[config.mk]
export PLATFORM = sky130hd
export DESIGN_NAME = sas_result_stage
export DESIGN_NICKNAME = d
export VERILOG_FILES = /design/src/rtl/sas_pkg.sv /design/src/rtl/sas_select.sv /design/src/rtl/sas_clear.sv /design/src/rtl/sas_result_stage.sv
export SDC_FILE = /design/constraint.sdc
export NUM_CORES = 1
export LEC_CHECK = 0
export ABC_AREA = 1
export BUFFER_PORTS_ARGS = -buffer_cell sky130_fd_sc_hd__buf_2
export CELL_PAD_IN_SITES_DETAIL_PLACEMENT = 0
export CELL_PAD_IN_SITES_GLOBAL_PLACEMENT = 2
export CORE_MARGIN = 8
export CORE_UTILIZATION = 23
export CTS_CLUSTER_SIZE = 25
export DETAILED_ROUTE_END_ITERATION = 7
export GPL_TIMING_DRIVEN = 0
export HOLD_SLACK_MARGIN = 0.12
export PLACE_DENSITY = 0.84
export SLEW_MARGIN = 20
export SYNTH_ARGS = -nofsm -noshare
export SYNTH_HDL_FRONTEND = slang
export SYNTH_SLANG_ARGS = --single-unit
[constraint.sdc]
create_clock -name clk -period 3.4 [get_ports clk]
set_input_delay 0.68 -clock clk [delete_from_list [all_inputs] [get_ports clk]]
set_output_delay 0.68 -clock clk [all_outputs]
set_load 0.1 [all_outputs]
[src/rtl/sas_pkg.sv]
package sas_pkg;
    typedef enum logic {VIEW_CELL = 1'b0, VIEW_SUM = 1'b1} view_e;
endpackage

[src/rtl/sas_select.sv]
module sas_select #(
    parameter int NCELL = 8,
    parameter int W     = 26,
    parameter int AW    = $clog2(NCELL)
) (
    input  logic [NCELL*W-1:0] cells_i,
    input  logic [AW-1:0]      addr_i,
    output logic [W-1:0]       sel_o
);
    logic [W-1:0] arr [NCELL];
    for (genvar k = 0; k < NCELL; k++) begin : g_unpack
        assign arr[k] = cells_i[k*W +: W];
    end
    assign sel_o = arr[addr_i];
endmodule

[src/rtl/sas_clear.sv]
module sas_clear #(
    parameter int NCELL = 8,
    parameter int AW    = $clog2(NCELL)
) (
    input  logic             erase_n,
    input  logic             all_n,
    input  logic [AW-1:0]    addr_i,
    output logic [NCELL-1:0] clr_o
);
    for (genvar k = 0; k < NCELL; k++) begin : g_bit
        assign clr_o[k] = !erase_n && (!all_n || (addr_i == AW'(k)));
    end
endmodule

[src/rtl/sas_result_stage.sv]
module sas_result_stage
    import sas_pkg::*;
#(
    parameter int NCELL = 8,
    parameter int W     = 26,
    parameter int SHIFT = 8,
    parameter int SPLIT = 16,
    parameter int AW    = $clog2(NCELL)
) (
    input  logic               clk,
    input  logic               rst_n,
    input  logic               erase_n,
    input  logic [AW-1:0]      addr_i,
    input  logic               shadd_i,
    input  logic               hi_en_n,
    input  logic               lo_en_n,
    input  logic [NCELL*W-1:0] cell_acc_i,
    output logic [W-1:0]       sum_o,
    output logic               hi_vld_o,
    output logic               lo_vld_o,
    output logic [NCELL-1:0]   clr_o
);
    localparam int HIW = W - SPLIT;

    typedef struct packed {
        logic [AW-1:0]  addr;
        logic           newa;
        logic           started;
        logic           shadd;
        view_e          view;
        logic [W-1:0]   cap;
        logic signed [W-1:0] acc;
    } state_t;

    state_t s_q, s_d;
    logic [W-1:0] sel, pick, shown;

    sas_select #(.NCELL(NCELL), .W(W), .AW(AW)) u_sel (
        .cells_i(cell_acc_i), .addr_i(s_q.addr), .sel_o(sel));

    sas_clear #(.NCELL(NCELL), .AW(AW)) u_clr (
        .erase_n(erase_n), .all_n(rst_n), .addr_i(s_q.addr), .clr_o(clr_o));

    always_comb begin
        s_d         = s_q;
        s_d.addr    = addr_i;
        s_d.shadd   = shadd_i;
        s_d.started = 1'b1;
        s_d.newa    = !s_q.started || (addr_i != s_q.addr);
        pick        = s_q.newa ? sel : s_q.cap;
        s_d.cap     = pick;
        if (s_q.shadd) begin
            s_d.acc  = $signed(pick) + (s_q.acc >>> SHIFT);
            s_d.view = VIEW_SUM;
        end else begin
            s_d.acc  = $signed(pick);
            s_d.view = VIEW_CELL;
        end
        shown = (s_q.view == VIEW_SUM) ? s_q.acc : s_q.cap;
    end

    always_ff @(posedge clk) begin
        if (!rst_n) s_q <= '0;
        else        s_q <= s_d;
    end

    assign sum_o    = {(hi_en_n ? {HIW{1'b0}} : shown[W-1:SPLIT]),
                       (lo_en_n ? {SPLIT{1'b0}} : shown[SPLIT-1:0])};
    assign hi_vld_o = !hi_en_n;
    assign lo_vld_o = !lo_en_n;

    AST_NEW_CAPTURE: assert property (@(posedge clk) disable iff (!rst_n)
        s_q.newa |=> (s_q.cap == $past(sel)));
    AST_HOLD_VALUE: assert property (@(posedge clk) disable iff (!rst_n)
        (!s_q.newa && s_q.started) |=> $stable(s_q.cap));
    AST_LOAD_PLAIN: assert property (@(posedge clk) disable iff (!rst_n)
        !s_q.shadd |=> (s_q.acc == s_q.cap));
    AST_HI_FIELD_OFF: assert property (@(posedge clk) disable iff (!rst_n)
        hi_en_n |-> (sum_o[W-1:SPLIT] == '0));
    AST_CLR_ONE: assert property (@(posedge clk) disable iff (!rst_n)
        !erase_n |-> ($countones(clr_o) == 1));
endmodule

After elaboration in Yosys (flattened, before gate mapping)
Index checks and enable logic that the tools add are counted.
Cells by class
  add/subtract/negate cells: 1
  order comparisons: 1
  equal/unequal tests: 8
  mux-type cells: 10
  bitwise logic cells: 1
  reductions and logical operators: 23
Operators with widths (number)
  26-bit 2-to-1 mux: 5
  26-bit binary-select mux with 3-bit select: 1
  55-bit 2-to-1 mux: 1
  26-bit by 18-bit adder with 26-bit output: 1
  16-bit 2-to-1 mux: 1
  3-bit == test (second input constant): 4
  10-bit 2-to-1 mux: 1
  1-bit logical OR: 9
  1-bit logical AND: 8
  3-bit by 2-bit == test with 1-bit output (second input constant): 2
  1-bit zero test: 5
  4-bit >= comparator (second input constant): 1
  3-bit NOT with 4-bit output: 1
  3-bit by 1-bit == test with 1-bit output (second input constant): 1
  3-bit zero test: 1
  3-bit != test: 1
  1-bit 2-to-1 mux: 1
Word-level totals
  flip-flop bits (word level): 59

Depth between registers and ports, before layout
  depth after elaboration: 8
  gate-level depth with buffers: 23
  depth with buffers taken out: 21

Hierarchy
Synthesis repeated with hierarchy kept, for this count alone.
Unflattened totals
  cell total of the unflattened synthesis: 1458
  area total of the unflattened synthesis: 7259.5 um2
Modules (own cells, without submodules)
  sas_result_stage: times used 1, cells each 744, area an instance 4335.4 um2, seq. area each 1181.1 um2
  sas_select: times used 1, cells each 692, area an instance 2824.0 um2, seq. area each 0.0 um2
  sas_clear: times used 1, cells each 22, area an instance 100.1 um2, seq. area each 0.0 um2

Worst setup path after synthesis
No wires, ideal clock.
  path type: input to output
  start point: in lo_en_n
  end point: out sum_o[10]
  arrival time: 3.302 ns
  required time: 2.720 ns
  path slack: -0.582 ns
  stages: 4
  buffers on the path: 1
  path through: inv_1 -> clkbuf_1 -> o21ai_0 -> nor2_1
On the way
  cells in the longest elaborated chain, start to end: 1
Ends and longest elaborated chain
  start, declared: line sas_result_stage.sv:16  | input logic lo_en_n,
  16-bit 2-to-1 mux: line sas_result_stage.sv:68  | (lo_en_n ? {SPLIT{1'b0}} : shown[SPLIT-1:0])};
  end, declared: line sas_result_stage.sv:18  | output logic [W-1:0] sum_o,
Every way passes these cells.

Worst setup path after layout
  start point: reg s_q[56] in the netlist's numbering
  end point: reg s_q[13] in the netlist's numbering
On the way
  cells in the longest elaborated chain, start to end: 7
Ends and longest elaborated chain
  start, declared: line sas_result_stage.sv:35  | state_t s_q, s_d;
  start signal, assigned: line sas_result_stage.sv:63  | if (!rst_n) s_q <= '0;
  start signal, assigned: line sas_result_stage.sv:64  | else s_q <= s_d;
  3-bit NOT with 4-bit output (not written as such): line sas_select.sv:14  | assign sel_o = arr[addr_i];
  26-bit binary-select mux with 3-bit select: line sas_select.sv:14
  26-bit 2-to-1 mux (not written as such) (2 in a row): line sas_select.sv:14
  26-bit 2-to-1 mux: line sas_result_stage.sv:50  | pick = s_q.newa ? sel : s_q.cap;
  named net pick[8]: line sas_result_stage.sv:36  | logic [W-1:0] sel, pick, shown;
  26-bit by 18-bit adder with 26-bit output: line sas_result_stage.sv:53  | s_d.acc = $signed(pick) + (s_q.acc >>> SHIFT);
  26-bit 2-to-1 mux: line sas_result_stage.sv:52  | if (s_q.shadd) begin
The timed path passes the listed nets, and every way through them passes these cells. The select of a mux whose other input is x is not followed.
A chain may end at the register's enable or synchronous reset.

==> results by group <==
Clock network
  • CTS Buffer Depth: 2
  • Clock slew at reported path FFs: around 0.05 ns
  • CTS tree: done
  • Number of H-tree levels: 3
  • CTS sink count: slightly below 60
  • Num CTS Buffers: 9
  • Root buffer cell: clkbuf_16
  • Clk_lat worst skew: 0.33 ns

Global routing
  • Vias in the first global route: ~7600
  • M1 GR Usage: a little under a quarter
  • First-pass GRT wire length: ~45 mm
  • Final global-route overflow total: 0
  • M2 GR Usage: between 30% and 40%
  • Total global-route track usage: about a fifth
  • GRT busiest layer: met2
  • Met3 Resource Use GR: about 2.6%
  • Initial antenna violation count: 3
  • Largest net degree at the start of global routing: 11

Power
  • Max IR drop VDD: around 0.00023 V
  • Pwr Density: ~400 mW/mm^2
  • Lkg Pwr: 4.22 nW

Route
  • Post-Route WL: roughly 32 mm
  • DRC: 0
  • Via count: 7542
  • Initial DRC count: between 400 and 500
  • DR vias/cell: roughly 4.8
  • Routed Antenna Nets: 0
  • DR pass1 iterations: 4
  • Post-DR wirelength/cell: around 20 um

Synthesis
  • Seq cells post-synth: 59
  • Post-synthesis mux area share: 0%
  • Top_reg_cell synth: dfxtp_1
  • Gate count of the mapped netlist: 976
  • Largest cells by area after synthesis: nand2_1 (25%), dfxtp_1 (21%), inv_1 (6.0%)
  • Synth area leader: nand2_1
  • Complex-gate fraction of the synthesized area: 16.2%
  • Netlist cell types: 39
  • Post-synthesis simple-gate area fraction: around 44%
  • Post-synth EDFFs: 0
  • Post-Synthesis Cell Area: ~0.0056 sq mm
  • Synth warnings: 0
  • Syn_area_per_cell: about 5.8 sq um
  • Sequential-to-total area share from yosys stat: 21.0%
  • Commonest cells post-synth: nand2_1 (368), inv_1 (90), nor2_1 (85)
  • FFs w/ async S/R, synth: 0%
  • Count leader, synth: nand2_1
  • Xor and xnor area share after synthesis: 1.87%
  • Synth top area share: 24.6%
  • Main combinational cell family by area after synthesis: simple AND/OR/NAND/NOR gates
  • Synth Area in Adders: approximately 5.9%
  • Syn Nets: 1219

Critical path
  • Startpoint types: flip-flop
  • Max FO, Critical Path: 10
  • Slowest stage cell, crit path: buf_2
  • Worst setup path class: reg -> reg
  • Crit path DAT: ~3.5 ns
  • Critical Path Max Stage Delay: between 0.3 and 0.4 ns
  • Most frequent CP cell: nand2_1
  • Worst Path Required: 3.62 ns
  • CP Capture Type: flip-flop
  • Crit path cell chain: buf_4, nor2_4, buf_2, a22oi_1, nand4_1, o211ai_1, nand2_1, ha_1, nand2_1, inv_1, a21oi_1, nand3_2, nand2_1, nand3_1, nand2_1, nand2_1, o21ai_1, inv_1

STA
  • Final setup viols: 0
  • Slew headroom: 50.5%
  • Max-slew violations: 0
  • Tcrit/Tclk final: between 90% and 100%
  • Final setup margin: roughly 0.15 ns
  • Post-route clock skew: 0.00868 ns
  • Minimum clock period: around 3.2 ns
  • Fmax: slightly above 300 MHz
  • Worst-Margin Slew: approximately 0.74 ns
  • Final hold vios: 0

Finish
  • Area grow syn2layout: 38.1%
  • Largest Register: s_q
  • Share of cells above drive strength 1: ~28%
  • Nets: 1483
  • Top Registers: s_q: 59 flops
  • Layout Cells excl Fill: 1573
  • Max reg flops: 59
  • Fill count: 2769

Floorplan
  • Initial Util: between 20% and 30%
  • Core Rows: between 50 and 60
  • I/O pin count: 253
  • Die area: 0.0297 sq mm
  • Placeable core area: about 0.024 sq mm
  • DIE WIDTH: about 170 um
  • Die height: 172 um

Placement
  • Final Wtd Congestion: around 0.94
  • # port buffers: 251
  • Pre-CTS setup slack: -0.124 ns
  • HPWL after detailed placement: 27.1 mm
  • Inst Count DP: between 1500 and 2000

Run
  • Max-cap violations: 0

Min path
  • Worst hold path type: reg -> reg

Status
  • Status: finished clean
## worst max-delay path, delay by kind of cell (launching register included)
kind	cells	cell delay (ns)
flops	1	0.30
simple gates	9	1.19
compound gates	4	0.71
fa+ha+maj	1	0.30
buf+inv	4	0.64
## through the flow
stage / power [mW] / utilization, % / area [sq um] / TNS [ns] / hold WS [ns]
2_1_floorplan: 1.65 / - / 5660 / 0 / 0.431
3_3_place_gp: 2.09 / 30.3 / 7320 / -0.245 / 0.476
3_5_place_dp: 2.10 / 30.3 / 7320 / -0.259 / 0.478
4_1_cts: 3.10 / 31.7 / 7660 / 0 / 0.486
5_1_grt: 3.29 / 32.1 / 7750 / -0.00205 / 0.500
6_report: 3.11 / 32.1 / 7750 / 0 / 0.476
## report_power, final
group          internal, mW  total, mW  switching (mW)  leakage [nW]
Sequential            0.760      0.808          0.0475         0.489
Combinational         0.412       1.30           0.889          3.57
Clock                 0.677       1.01           0.328         0.165
## placed cells by master (no fill, tap or decap), drive strengths merged, types with 2 or more instances in the layout
cell    instances
a21oi          60
a22oi          24
and2            3
buf           286
bufinv          2
clkbuf         26
clkinv          4
dfxtp          59
diode           4
ha             25
inv            93
nand2         374
nand3          52
nand3b          9
nand4          50
nor2           88
nor3            5
o211ai          9
o21ai          49
o21bai          6
xnor2           2
xor2           10
## metal layers
layer	vias up	wire length (um)
li1	3744	-
met1	3507	12600
met2	244	16300
met3	47	1780
met4	0	1090
met5	-	0
## layout make-up
class / count / area, sq um / area share [%]
Tap cell: 324 / 405 / 5.23
Antenna cell: 4 / 10.0 / 0.129
Multi-Input combinational cell: 774 / 3920 / 50.5
Sequential cell: 59 / 1180 / 15.2
Clock inverter: 5 / 75.1 / 0.968
Inverter: 95 / 365 / 4.71
Timing Repair Buffer: 253 / 1270 / 16.4
Buffer: 48 / 274 / 3.53
Clock buffer: 11 / 253 / 3.26
## logic make-up (layout without fill, tap and decap cells)
group | after synthesis | in the layout
other cells | 0 | 4
xor+xnor | 12 | 12
fa+ha+maj | 26 | 26
compound gates | 154 | 154
buf+inv | 143 | 412
simple gates | 582 | 582
flops | 59 | 59
## final timing paths
kind	cells after the start	start	slack [ns]	to
hold / removal	1	s_q[54]	0.48	s_q[55]
setup reg to reg	18	s_q[56]	0.15	s_q[13]
setup / recovery	18	s_q[56]	0.15	s_q[13]
hold reg to reg	1	s_q[54]	0.48	s_q[55]
## timing repair
| action | in CTS | in global routing |
|---|---|---|
| setup endpoints to repair | 6 | 15 |
| gates resized for setup | 3 | 20 |
| endpoints found under the hold margin | 0 | 0 |
| pin swaps | 1 | 2 |
| setup buffers | 0 | 2 |
| hold buffers | 0 | 0 |
No activity file was read; power rests on OpenSTA's default activity.
